$ cat src/rtl/gpa_pkg.sv
package gpa_pkg;
    localparam int PRIO_W = 8;
    localparam int ID_W   = 10;
    localparam logic [ID_W-1:0] NO_PEND_ID = ID_W'(1023);

    typedef struct packed {
        logic              vld;
        logic [PRIO_W-1:0] prio;
        logic              grp;
        logic [ID_W-1:0]   id;
    } cand_t;

    typedef enum logic [1:0] {
        LINE_QUIET = 2'b00,
        LINE_IRQ   = 2'b01,
        LINE_FIQ   = 2'b10
    } line_st_e;
endpackage

$ cat src/rtl/gpa_tree.sv
module gpa_tree
    import gpa_pkg::*;
#(
    parameter int NUM_SRC = 32
) (
    input  logic [NUM_SRC-1:0]        src_pend,
    input  logic [NUM_SRC-1:0]        src_en,
    input  logic [NUM_SRC-1:0]        src_grp,
    input  logic [NUM_SRC*PRIO_W-1:0] src_prio,
    output cand_t                     best
);
    localparam int LVL    = (NUM_SRC > 1) ? $clog2(NUM_SRC) : 0;
    localparam int LEAVES = 1 << LVL;
    localparam int NODES  = 2 * LEAVES - 1;

    cand_t node [NODES];

    // leaves in heap order: left subtrees always hold lower IDs
    for (genvar k = 0; k < LEAVES; k++) begin : g_leaf
        if (k < NUM_SRC) begin : g_real
            assign node[LEAVES-1+k] = '{vld:  src_pend[k] & src_en[k],
                                        prio: src_prio[k*PRIO_W +: PRIO_W],
                                        grp:  src_grp[k],
                                        id:   ID_W'(k)};
        end else begin : g_pad
            assign node[LEAVES-1+k] = '0;
        end
    end

    for (genvar i = 0; i < LEAVES - 1; i++) begin : g_node
        logic take_left;
        assign take_left = node[2*i+1].vld &&
                           (!node[2*i+2].vld || (node[2*i+1].prio <= node[2*i+2].prio));
        assign node[i] = take_left ? node[2*i+1] : node[2*i+2];
    end

    assign best = node[0];
endmodule

$ cat src/rtl/gpa_route.sv
module gpa_route
    import gpa_pkg::*;
(
    input  cand_t             best,
    input  logic              dist_g0_en,
    input  logic              dist_g1_en,
    input  logic              cpu_g0_en,
    input  logic              cpu_g1_en,
    input  logic              cpu_fast_en,
    input  logic [PRIO_W-1:0] prio_mask,
    input  logic [PRIO_W-1:0] run_prio,
    output line_st_e          nxt_state,
    output logic [ID_W-1:0]   nxt_id
);
    logic any_grp, below_mask, below_run, grp_ok, fire, use_fast;

    always_comb begin
        any_grp    = (dist_g0_en | dist_g1_en) & (cpu_g0_en | cpu_g1_en);
        below_mask = best.vld && (best.prio < prio_mask);
        below_run  = best.prio < run_prio;
        grp_ok     = best.grp ? (dist_g1_en & cpu_g1_en) : (dist_g0_en & cpu_g0_en);
        fire       = any_grp & below_mask & below_run & grp_ok;
        use_fast   = ~best.grp & cpu_fast_en;
        nxt_id     = (any_grp && below_mask) ? best.id : NO_PEND_ID;
        unique case ({fire, use_fast})
            2'b10:   nxt_state = LINE_IRQ;
            2'b11:   nxt_state = LINE_FIQ;
            default: nxt_state = LINE_QUIET;
        endcase
    end
endmodule

$ cat src/rtl/grp_prio_arb.sv
module grp_prio_arb
    import gpa_pkg::*;
#(
    parameter int NUM_SRC = 32
) (
    input  logic                      clk,
    input  logic                      rst_n,
    input  logic [NUM_SRC-1:0]        src_pend,
    input  logic [NUM_SRC-1:0]        src_en,
    input  logic [NUM_SRC-1:0]        src_grp,
    input  logic [NUM_SRC*PRIO_W-1:0] src_prio,
    input  logic                      dist_g0_en,
    input  logic                      dist_g1_en,
    input  logic                      cpu_g0_en,
    input  logic                      cpu_g1_en,
    input  logic                      cpu_fast_en,
    input  logic [PRIO_W-1:0]         prio_mask,
    input  logic [PRIO_W-1:0]         run_prio,
    output logic [ID_W-1:0]           hp_id,
    output logic                      irq_o,
    output logic                      fiq_o
);
    cand_t           best;
    line_st_e        state_q, state_d;
    logic [ID_W-1:0] id_q, id_d;

    gpa_tree #(.NUM_SRC(NUM_SRC)) u_tree (
        .src_pend (src_pend),
        .src_en   (src_en),
        .src_grp  (src_grp),
        .src_prio (src_prio),
        .best     (best)
    );

    gpa_route u_route (
        .best        (best),
        .dist_g0_en  (dist_g0_en),
        .dist_g1_en  (dist_g1_en),
        .cpu_g0_en   (cpu_g0_en),
        .cpu_g1_en   (cpu_g1_en),
        .cpu_fast_en (cpu_fast_en),
        .prio_mask   (prio_mask),
        .run_prio    (run_prio),
        .nxt_state   (state_d),
        .nxt_id      (id_d)
    );

    always_ff @(posedge clk or negedge rst_n) begin
        if (!rst_n) begin
            state_q <= LINE_QUIET;
            id_q    <= NO_PEND_ID;
        end else begin
            state_q <= state_d;
            id_q    <= id_d;
        end
    end

    always_comb begin
        irq_o = 1'b0;
        fiq_o = 1'b0;
        unique case (state_q)
            LINE_QUIET: ;
            LINE_IRQ:   irq_o = 1'b1;
            LINE_FIQ:   fiq_o = 1'b1;
            default:    ;
        endcase
        hp_id = id_q;
    end
endmodule

$ cat config.mk
export PLATFORM = sky130hd
export DESIGN_NAME = grp_prio_arb
export DESIGN_NICKNAME = d
export VERILOG_FILES = /design/src/rtl/gpa_pkg.sv /design/src/rtl/gpa_tree.sv /design/src/rtl/gpa_route.sv /design/src/rtl/grp_prio_arb.sv
export SDC_FILE = /design/constraint.sdc
export NUM_CORES = 1
export LEC_CHECK = 0
export CORE_MARGIN = 2
export CORE_UTILIZATION = 48
export DETAILED_ROUTE_END_ITERATION = 6
export HOLD_SLACK_MARGIN = 0.06
export PLACE_DENSITY = 0.85
export SLEW_MARGIN = 20
export SYNTH_ARGS = -nofsm -noshare
export SYNTH_HDL_FRONTEND = slang
export SYNTH_SLANG_ARGS = --single-unit
$ cat constraint.sdc
create_clock -name clk -period 1.05 [get_ports clk]
set_clock_uncertainty 0.05 [all_clocks]
set_input_delay 0.21 -clock clk [delete_from_list [all_inputs] [get_ports clk]]
set_output_delay 0.21 -clock clk [all_outputs]
set_load 0.02 [all_outputs]
==> results of run 1 <==
==> kinds of logic after synthesis <==
logic type / after synthesis / share of synthesized area (%)
buf+inv: 287 / 10.2
fa+ha+maj: 262 / 30.2
simple gates: 323 / 15.7
mux: 217 / 20.5
compound gates: 350 / 21.4
flops: 8 / 1.92
==> cell usage after synthesis (22+ instances only) <==
cell type  instances  area share, %
nand4_1           43            2.5
a21oi_1          100            4.6
a22oi_1           24            1.7
mux2_2            32            3.3
nor2_1            45            1.6
nand2_1          108            3.7
a21o_1            22            1.5
nor2b_1           26            1.5
inv_1            250            8.7
o21ai_0           72            3.3
mux2i_1          184             17
a211oi_1          24            1.7
ha_1             262             30
==> repair_timing <==
action,4_1_cts
cloned,5
gates resized for setup,271
pin swaps,74
hold buffers,0
setup endpoints to repair,20
setup buffers,43
==> through the flow <==
stage	instance area (µm²)	setup WS, ps
2_1_floorplan	11300	-8320
3_3_place_gp	18600	-8950
3_5_place_dp	18600	-9760
4_1_cts	20000	-8730
==> run summary, run 1 <==
Worst endpoint, post-GRT repair -> hp_id[0]$_DFF_PN1_/D
Cell Rows -> 54
H-tree levels -> 1
Detailed Place HPWL -> 41800 µm
Status -> did not finish
Placed Cells incl. Taps -> 2525
Synth Flop Type -> dfstp_2
Yosys reg bits -> 8
Root Driver -> clkbuf_16
Worst ep type -> register input
RD Place Congestion -> 1.01
Chip height -> 154 µm
Fraction of registers with async set/reset -> 100%
Syn Nets -> 2084
Initial Utilization -> 49.2%
Synth unique cells -> 70
Gate Count Post-Synth -> 1447
Io pins -> 387
Mapped Area -> 10800 µm²
Max Root-Sink Buffers -> 2
Post-synth EDFFs -> 0
# port buffers -> 386
Total CTS buffers -> 3
Synth Warn # -> 0
TritonCTS Sinks -> 8
Die Width -> 154 µm
Stop stage -> global routing (5_1_grt)
Sequential share of the synthesized area -> 1.92%
Mapped Avg Cell Area -> 7.49 µm²
Pin count of the biggest net entering global routing -> 16
Error -> [ERROR DPL-0038] Utilization greater than 100%, impossible to legalize
==> run 2: changes to the inputs <==
Settings changed: CORE_UTILIZATION 48 to 40, HOLD_SLACK_MARGIN 0.06 to not set, PLACE_DENSITY 0.85 to not set, PLACE_DENSITY_LB_ADDON set to 0.15.
==> run 2 against run 1 <==
The flow now finishes, with violations (negative setup slack). Synthesized cell count unchanged. Synthesized area unchanged.
==> run summary, run 2 <==
Fraction of registers with async set/reset -> 100% (unchanged)
Chip height -> 169 µm (was 154 µm)
Root Driver -> clkbuf_16 (unchanged)
# setup viols final -> 20
Gate Count Post-Synth -> 1447 (unchanged)
WHS -> 193 ps
Vias in the first global route -> 17.1k
Syn Nets -> 2084 (unchanged)
Top-area cell type share of the netlist area -> 30.2% (unchanged)
Core footprint -> 26800 µm²
Comb pwr share -> 95.7%
Max FFs per register -> 6
Most frequent cells in the layout -> buf_4, clkdlybuf4s50_1, inv_1
Detailed Place HPWL -> 36500 µm (was 41800 µm)
Total global-route track usage -> 34.7%
Yosys reg bits -> 8 (unchanged)
Failing checks -> negative setup slack
Post-layout minimum cycle time -> 11420 ps
Initial Utilization -> 40.4% (was 49.2%)
CP max stage cell -> mux2i_1
Io pins -> 387 (unchanged)
Final hold vios -> 0
Commonest non-fill, non-tap cell in the layout -> buf_4
Critical path required time -> 1170 ps
Pleak -> 10.8 nW
Sw frac -> 47.4%
Relative slew margins -> 19.3%
Status -> finished with violations (was did not finish)
RD Place Congestion -> 0.927 (was 1.01)
# port buffers -> 386 (unchanged)
Fin crit share -> 1090%
Setup crit end kind -> flop
Synth top cells by count -> ha_1, inv_1, mux2i_1 (unchanged)
Largest stage delay on the critical path -> 970 ps
Fmax -> 87.5 MHz
Vias -> 17.1k
Fin util -> 86.0%
Hold Path Class -> in -> async
Synth Warn # -> 0 (unchanged)
Post-synth EDFFs -> 0 (unchanged)
Crit path buffers/inverters -> 11
Placed Cells incl. Taps -> 2604 (was 2525)
Cell Rows -> 60 (was 54)
Synth Flop Type -> dfstp_2 (unchanged)
Max Root-Sink Buffers -> 2 (unchanged)
WL final -> 67400 µm
Sequential share of the synthesized area -> 1.92% (unchanged)
Critical path's top delay family -> compound AO/OA/AOI/OAI gates
Clock-pin slew on the worst setup and hold paths -> 40 ps
Crit path kind -> in -> reg
# fillers -> 1344
Internal Power -> 15.7 mW
Share of cells above drive strength 1 -> 48.1%
CP Max Fanout -> 7
CTS Hold Buffers Added -> 0 (unchanged)
First-pass GRT wire length -> 81200 µm
Final slew viol count -> 0
Mapped Area -> 10800 µm² (unchanged)
Net Sw Power -> 14.1 mW
Synth area leader -> ha_1 (unchanged)
H-tree levels -> 1 (unchanged)
Initial antenna violation count -> 14
Sequential Power Share -> 2.1%
Mapped Avg Cell Area -> 7.49 µm² (unchanged)
Detailed-router iteration count before antenna repair -> 7
WL/cell -> 24.2 µm
Setup ws final -> -10370 ps
Total grt overflow -> 0
# Max-Cap Violations -> 0
Power Dens Cells -> 1290 nW/µm²
Area grow syn2layout -> 113%
Final nets -> 3065
Vias per cell -> 6.16
# DRC -> 0
Startpoint types -> input pin
TritonCTS Sinks -> 8 (unchanged)
DRT iter0 DRCs -> 1608
Most common cell in the netlist -> ha_1 (unchanged)
Routed Antenna Nets -> 0
CTS tree -> done
Worst Path Arrival -> 11550 ps
Total CTS buffers -> 3 (unchanged)
Clock Power Share -> 2.2%
Non-filler instance count after layout -> 2782
Die Width -> 169 µm (was 154 µm)
Peak VDD IR -> 0.00123 V
Actual slew at the worst max-slew pin -> 1180 ps
Pin count of the biggest net entering global routing -> 12
Die area -> 28400 µm²
Unrepaired setup endpoints after global routing -> true
Synth top area cells -> ha_1, mux2i_1, inv_1 (unchanged)
Synth unique cells -> 70 (unchanged)
## run 2: cell counts after synthesis
Identical to the previous run, type by type.
## run 2: metal layers
metal / vias to the layer above / track usage [%] / wire length, µm
li1: 7320 / - / -
met1: 7835 / 34.2 / 21300
met2: 1299 / 68.5 / 31200
met3: 664 / 3.76 / 7090
met4: 12 / 21.9 / 7500
met5: - / 0 / 232
## run 2: final cells by class
type                    instances  area (µm²)  area share (%)
diodes                         14        35.0           0.152
clock buffers                   4        78.8           0.342
inverters                     253         998            4.33
multi-input cells            1155       12800            55.3
flip-flops and latches          8         208           0.901
well taps                     341         427            1.85
repair buffers               1005        8540            37.1
repair inverters                2        11.3          0.0488
## run 2: timing repair
item	4_1_cts	5_1_grt
resized for setup	805	215
cloned	10	0
setup endpoints to repair	20	20
buffers inserted	115	37
pin swaps	207	84
## run 2: cells by family after synthesis
group                      Yosys count  synth area share (%)
adders and majority gates          262                  30.2
DFF                                  8                  1.92
buffers and inverters              287                  10.2
muxes                              217                  20.5
AOI/OAI and AO/OA                  350                  21.4
and+or+nand+nor                    323                  15.7
## run 2: metrics by stage
step                      setup WS [ps]  setup TNS [ps]  cell area [µm²]  power, mW
final                            -10370          -84450            23100       29.8
after global routing             -11260          -91760            23000       31.3
after global placement            -9150          -76030            18900       19.2
after detailed placement          -9480          -78670            18900       19.8
after CTS                         -8200          -66860            22000       25.1
after floorplan                   -8320          -65610            11300       11.2
## run 2: worst max path at each step
stage | start | endpoint | cells past startpoint
3_5_place_dp | src_prio[223] | state_q[1] | 45
5_1_grt | src_prio[92] | state_q[1] | 45
2_1_floorplan | src_prio[46] | state_q[1] | 50
4_1_cts | src_prio[46] | hp_id[0] | 49
6_report | src_prio[92] | state_q[1] | 48
3_3_place_gp | src_prio[223] | state_q[1] | 44
## run 2: power by group through the flow
stage / clock [mW] / sequential, mW / combinational, mW
floorplan: 0 / 0.664 / 10.5
global placement: 0 / 0.565 / 18.7
detailed placement: 0 / 0.570 / 19.2
CTS: 0.664 / 0.590 / 23.8
global route: 0.677 / 0.636 / 30.0
finish: 0.664 / 0.623 / 28.5
Power figures use the tool's default switching activity.
